**src/rtl/mpdot_pkg.sv**
```systemverilog
package mpdot_pkg;

  typedef struct packed {
    logic [3:0] wWidth;
    logic       wSigned;
    logic [3:0] aWidth;
    logic       aSigned;
    logic       useEight;
    logic       zeroOut;
  } laneCtl_t;

  function automatic logic [3:0] codeWidth(input logic [3:0] code);
    case (code)
      4'd1, 4'd2: codeWidth = 4'd1;
      4'd3, 4'd4: codeWidth = 4'd2;
      4'd5, 4'd6: codeWidth = 4'd4;
      4'd7, 4'd8: codeWidth = 4'd8;
      default:    codeWidth = 4'd0;
    endcase
  endfunction

  function automatic logic codeSigned(input logic [3:0] code);
    codeSigned = (code == 4'd2) || (code == 4'd4) || (code == 4'd6) || (code == 4'd8);
  endfunction

  function automatic logic codeLegal(input logic [3:0] code);
    codeLegal = (code >= 4'd1) && (code <= 4'd8);
  endfunction

endpackage

```
**src/rtl/mpdotCtrl.sv**
```systemverilog
module mpdotCtrl
  import mpdot_pkg::*;
(
  input  logic [3:0] wgtCode,
  input  logic [3:0] actCode,
  output laneCtl_t   ctl
);
  logic [3:0] wW, aW;

  always_comb begin
    wW = codeWidth(wgtCode);
    aW = codeWidth(actCode);
    ctl.wWidth   = wW;
    ctl.aWidth   = aW;
    ctl.wSigned  = codeSigned(wgtCode);
    ctl.aSigned  = codeSigned(actCode);
    ctl.useEight = !((wW == 4'd8) || (aW == 4'd8));
    ctl.zeroOut  = !(codeLegal(wgtCode) && codeLegal(actCode));
  end
endmodule

```
**src/rtl/mpdotElem.sv**
```systemverilog
module mpdotElem #(
  parameter int WORD_W  = 32,
  parameter int START_W = 10
) (
  input  logic [WORD_W-1:0]  word,
  input  logic [START_W-1:0] start,
  input  logic [3:0]         width,
  input  logic               isSigned,
  output logic signed [9:0]  val
);
  logic [WORD_W-1:0] shifted;
  logic [7:0]        mask, raw, topBit;
  logic [9:0]        wideRaw;

  always_comb begin
    shifted = word >> start;
    mask    = (8'd1 << width) - 8'd1;
    raw     = shifted[7:0] & mask;
    topBit  = 8'd1 << (width - 4'd1);
    wideRaw = {2'b00, raw};
    if (isSigned && ((raw & topBit) != 8'd0) && (width != 4'd0))
      val = $signed(wideRaw - ({2'b00, mask} + 10'd1));
    else
      val = $signed(wideRaw);
  end
endmodule

```
**src/rtl/mpdotPath.sv**
```systemverilog
module mpdotPath
  import mpdot_pkg::*;
#(
  parameter int WGT_W  = 32,
  parameter int ACT_W  = 64,
  parameter int ACC_W  = 32,
  parameter int MAX_EL = 8,
  parameter int OFF_W  = $clog2(WGT_W)
) (
  input  laneCtl_t         ctl,
  input  logic [WGT_W-1:0] wgtWord,
  input  logic [ACT_W-1:0] actWin,
  input  logic [OFF_W-1:0] elemOff,
  input  logic [ACC_W-1:0] accIn,
  output logic [ACC_W-1:0] sumOut
);
  localparam int START_W = $clog2((WGT_W + MAX_EL) * 8) + 1;
  localparam int PROD_W  = 20;
  localparam int SUM_W   = PROD_W + $clog2(MAX_EL) + 1;
  localparam int HALF_EL = MAX_EL / 2;

  logic signed [PROD_W-1:0] prod [MAX_EL];

  for (genvar j = 0; j < MAX_EL; j++) begin : g_el
    logic [START_W-1:0] wStart, aStart;
    logic signed [9:0]  wVal, aVal;
    logic               laneOn;

    assign wStart = (START_W'(elemOff) + START_W'(j)) * START_W'(ctl.wWidth);
    assign aStart = START_W'(j) * START_W'(ctl.aWidth);
    assign laneOn = (j < HALF_EL) || ctl.useEight;

    mpdotElem #(.WORD_W(WGT_W), .START_W(START_W)) u_w (
      .word(wgtWord), .start(wStart), .width(ctl.wWidth),
      .isSigned(ctl.wSigned), .val(wVal));
    mpdotElem #(.WORD_W(ACT_W), .START_W(START_W)) u_a (
      .word(actWin), .start(aStart), .width(ctl.aWidth),
      .isSigned(ctl.aSigned), .val(aVal));

    assign prod[j] = laneOn ? PROD_W'(wVal * aVal) : '0;
  end

  logic signed [SUM_W-1:0] dotSum;
  always_comb begin
    dotSum = '0;
    for (int j = 0; j < MAX_EL; j++) dotSum = dotSum + SUM_W'(prod[j]);
    if (ctl.zeroOut) dotSum = '0;
    sumOut = accIn + {{(ACC_W-SUM_W){dotSum[SUM_W-1]}}, dotSum};
  end
endmodule

```
**src/rtl/mpDotLane.sv**
```systemverilog
module mpDotLane
  import mpdot_pkg::*;
#(
  parameter int WGT_W   = 32,
  parameter int ACT_W   = 64,
  parameter int ACC_W   = 32,
  parameter int MAX_EL  = 8,
  parameter bit REG_OUT = 1'b1
) (
  input  logic                     clk,
  input  logic                     rstN,
  input  logic                     inValid,
  input  logic [WGT_W-1:0]         wgtWord,
  input  logic [ACT_W-1:0]         actWin,
  input  logic [3:0]               wgtCode,
  input  logic [3:0]               actCode,
  input  logic [$clog2(WGT_W)-1:0] elemOff,
  input  logic [ACC_W-1:0]         accIn,
  output logic                     outValid,
  output logic [ACC_W-1:0]         result,
  output logic                     codeErr
);
  laneCtl_t         ctl;
  logic [ACC_W-1:0] sumNext;

  mpdotCtrl u_ctrl (.wgtCode(wgtCode), .actCode(actCode), .ctl(ctl));

  mpdotPath #(.WGT_W(WGT_W), .ACT_W(ACT_W), .ACC_W(ACC_W), .MAX_EL(MAX_EL)) u_path (
    .ctl(ctl), .wgtWord(wgtWord), .actWin(actWin), .elemOff(elemOff),
    .accIn(accIn), .sumOut(sumNext));

  if (REG_OUT) begin : g_reg
    always_ff @(posedge clk or negedge rstN) begin
      if (!rstN) begin
        outValid <= 1'b0;
        result   <= '0;
        codeErr  <= 1'b0;
      end else begin
        outValid <= inValid;
        if (inValid) begin
          result  <= sumNext;
          codeErr <= ctl.zeroOut;
        end
      end
    end
  end else begin : g_comb
    assign outValid = inValid;
    assign result   = sumNext;
    assign codeErr  = ctl.zeroOut;
  end
endmodule

```
**config.mk**
```make
export PLATFORM = sky130hd
export DESIGN_NAME = mpDotLane
export DESIGN_NICKNAME = d
export VERILOG_FILES = /design/src/rtl/mpdot_pkg.sv /design/src/rtl/mpdotCtrl.sv /design/src/rtl/mpdotElem.sv /design/src/rtl/mpdotPath.sv /design/src/rtl/mpDotLane.sv
export SDC_FILE = /design/constraint.sdc
export NUM_CORES = 2
export LEC_CHECK = 0
export BUFFER_PORTS_ARGS = -buffer_cell sky130_fd_sc_hd__clkbuf_2
export CAP_MARGIN = 20
export CORE_ASPECT_RATIO = 0.9
export CORE_MARGIN = 5
export CORE_UTILIZATION = 35
export CTS_CLUSTER_DIAMETER = 100
export DETAILED_ROUTE_END_ITERATION = 8
export SYNTH_ARGS = -nofsm -noshare
export SYNTH_HDL_FRONTEND = slang
export SYNTH_SLANG_ARGS = --single-unit
```
**constraint.sdc**
```tcl
create_clock -name clk -period 0.9 [get_ports clk]
set_clock_uncertainty 0.2 [all_clocks]
set_input_delay 0.18 -clock clk [delete_from_list [all_inputs] [get_ports clk]]
set_output_delay 0.18 -clock clk [all_outputs]
set_load 0.01 [all_outputs]
```
==> results by group <==
STA
  • Endpoints failing hold: 34
  • Setup Viol. Count Final: 67
  • Fin crit share: 2030%
  • Final worst setup slack: -17.41 ns
  • RSZ-0062 raised after global routing: yes
  • Slew Viols, Final: 0
  • Min Hold Slack: -0.465 ns
  • Worst-Margin Slew: 1.19 ns
  • Relative slew slack: 19.9%
  • Fmax achieved: 54.6 MHz
  • Setup TNS Final: -501.27 ns
  • Fin crit period: 18.31 ns

Synthesis
  • Mapped cell area: 69500 um^2
  • Synth Instances: 8120
  • Ys flop type: dfrtp_1
  • Post-synth EDFFs: 0
  • Synth Register Bits: 34
  • Netlist cell types: 112
  • Syn_nets: 9955
  • Synthesized area per cell: 8.56 um^2
  • Synthesis Warnings: 0
  • Sequential fraction of the synthesis area: 1.22%
  • Asr flop ratio synth: 100%

Run
  • Max cap viols: 0

Clock network
  • Worst-path clk slew: 0.06 ns
  • CTS root buffer: clkbuf_16
  • Clock Path Buffers: 2
  • CTS buffer count: 5
  • CTS tree: yes
  • Hold_buf cts: 1
  • Sink Count: 34
  • H-tree depth: 2
  • Clk_lat worst skew: 0.28 ns

Route
  • Routed via count: 71.2k
  • Vias per cell: 5.36
  • Pre-antenna DRT Iters: 6
  • DRC viols: 0
  • Post-DR wirelength/cell: 23.9 um
  • Total wire length: 317000 um
  • Detailed Route Iter0 Violations: 6460
  • ANT nets after route: 0

Die
  • Chip Width: 480 um
  • Die H: 433 um
  • Io pins: 178
  • Core area: 198000 um^2
  • Die area: 208000 um^2
  • Rows: 155
  • Initial Util: 35.1%

Power and ir drop
  • Lkg Pwr: 48.2 nW
  • Total Power: 125 mW
  • Maximum vdd ir drop: 2.24 mV
  • P per Cell Area: 1280 nW/um^2

Placed design
  • GPL Wtd Cong: 1.05
  • Dpl hpwl: 276000 um
  • Port Buf Inserts: 177
  • Setup WS pre-CTS: -18.40 ns

Global routing
  • First-pass GRT wire length: 472000 um
  • Largest net degree at the start of global routing: 93
  • Initial antenna violation count: 9
  • Gr ovfl total: 0
  • Number of global-route vias before repair: 74.2k
  • GRT Util Overall: 29.9%

Final layout
  • NumNets Final: 12.4k
  • Area growth from synthesis to layout: 40.7%
  • Layout cells sized above 1: 36.8%

Outcome
  • Violated checks: hold timing, setup timing
  • Status: complete, but fails checks

Critical path
  • CP peak stage delay: 0.70 ns
  • Slowest CP cell: fa_2
  • FF-to-FF setup slack: -0.21 ns
  • Startpoint types: input pin
  • Critical Path RT: 0.87 ns
  • Crit. End Element: register
  • Critical path class: input pin to register
  • Critical path's most frequent cell: fa_1
  • Worst Path Arrival: 18.27 ns
  • CP Max Fanout: 7

Worst hold path
  • Hold WC Path Type: input pin to async pin
## per-layer routing
metal  vias up  GRT usage [%]  wire, um
met4         6           8.93     12400
met2      3009           46.7    138000
met5         -              0        50
li1      32100              -         -
met1     35500           41.2    136000
met3       520           7.02     30800
## report_power, final
part           internal (mW)  switching (mW)  total [mW]
clock                   1.00           0.670        1.67
combinational           58.7            62.1         121
sequential              2.26           0.440        2.70
## cell type report
cell class,instances,area [um^2]
Multi-Input combinational cell,6348,65500
Antenna cell,7,17.5
Clock buffer,5,125
Tap cell,2669,3340
Sequential cell,34,851
Clock inverter,2,10.0
Fill cell,18700,100000
Inverter,1353,5140
Timing Repair Buffer,2858,22800
## what timing repair did
item / in CTS / in global routing
pin swaps: 232 / 201
endpoints found under the hold margin: 34 / 34
setup endpoints to repair: 67 / 95
buffers inserted: 128 / 65
gates resized for setup: 349 / 330
## logic make-up (layout without fill, tap and decap cells)
logic type / after synthesis / after routing / synth area share [%]
buffers and inverters: 1738 / 4218 / 9.84
AO/OA/AOI/OAI: 1236 / 1236 / 11.9
AND/OR/NAND/NOR: 2329 / 2329 / 15.6
XOR/XNOR: 309 / 309 / 3.90
multiplexers: 783 / 783 / 15.8
adder cells (fa/ha/maj): 1691 / 1691 / 41.7
other: 0 / 7 / 0
flip-flops: 34 / 34 / 1.22
## final timing paths
check / start / endpoint / cells past startpoint
min in group clk: inValid / outValid$_DFF_PN0_ / 2
max reg2reg: result[12]$_DFFE_PN0P_ / result[12]$_DFFE_PN0P_ / 2
max: wgtCode[1] / result[31]$_DFFE_PN0P_ / 80
min: rstN / result[24]$_DFFE_PN0P_ / 1
min reg2reg: result[11]$_DFFE_PN0P_ / result[11]$_DFFE_PN0P_ / 1
max in group asynchronous: rstN / result[0]$_DFFE_PN0P_ / 2
## synthesized netlist by cell type, drive strengths merged (18+ instances only)
cell type	number	area share, %
a31oi	54	0.49
nor2	659	3.6
o211ai	63	0.70
fa	1043	30
and3	46	0.41
xnor2	198	2.5
nand2b	136	1.2
nor4	20	0.18
o22ai	38	0.34
inv	1349	7.3
nor3	143	1.0
dfrtp	34	1.2
a21o	135	1.5
nor3b	18	0.19
o21a	36	0.39
mux2i	434	6.4
nor2b	100	0.90
nand3	131	0.95
and2	121	1.1
xor2	111	1.4
buf	156	1.3
a211o	18	0.23
o21ai	204	1.5
nand2	764	4.1
a22oi	22	0.24
mux4	227	7.4
clkbuf	229	1.2
or2	67	0.60
o221ai	18	0.23
o21bai	30	0.34
a211oi	65	0.71
ha	648	12
a21oi	341	2.5
mux2	122	2.1
nand4	19	0.17
o2111ai	18	0.23
or3	52	0.47
o31ai	23	0.33
## cell usage in the layout (no fill, tap or decap), types with 44 or more instances in the layout
cell and instances:
mux4_2 220, nand2_1 737, inv_2 63, nand3_1 124
o211ai_1 62, ha_4 110, buf_4 2489, nand2b_1 132
mux2i_1 403, inv_1 1276, xnor2_1 164, ha_1 524
nor3_1 123, clkbuf_2 161, mux2_4 48, buf_12 107
a21oi_1 268, a211oi_1 59, nor2_1 620, xor2_1 100
mux2_2 74, a21o_1 133, or2_2 49, a21oi_2 62
a31oi_1 44, and2_1 105, buf_6 93, nor2b_1 89
o21ai_0 145, fa_2 46, fa_1 997
## registers in the layout (all words and copies together) (netlist names)
| signal | count |
|---|---|
| codeErr | 1 |
| result | 32 |
| outValid | 1 |
## critical path: cells and delay by family
kind	cells	cell delay (ns)
AND/OR/NAND/NOR	6	0.99
multiplexers	4	0.67
XOR/XNOR	5	0.71
AO/OA/AOI/OAI	22	3.75
adder cells (fa/ha/maj)	22	10.17
buffers and inverters	21	1.73
## through the flow
step | instance area (um^2) | utilization (%) | hold slack, ns | std cells
after floorplan | 70800 | - | -0.316 | 8120
after global placement | 93000 | 47.0 | -0.166 | 13100
after detailed placement | 93000 | 47.0 | -0.160 | 13100
after CTS | 96000 | 48.5 | 0.0299 | 13200
after global routing | 97800 | 49.4 | -0.450 | 13300
final | 97800 | 49.4 | -0.465 | 13300
Note: power is estimated with default switching activity, not from simulation.
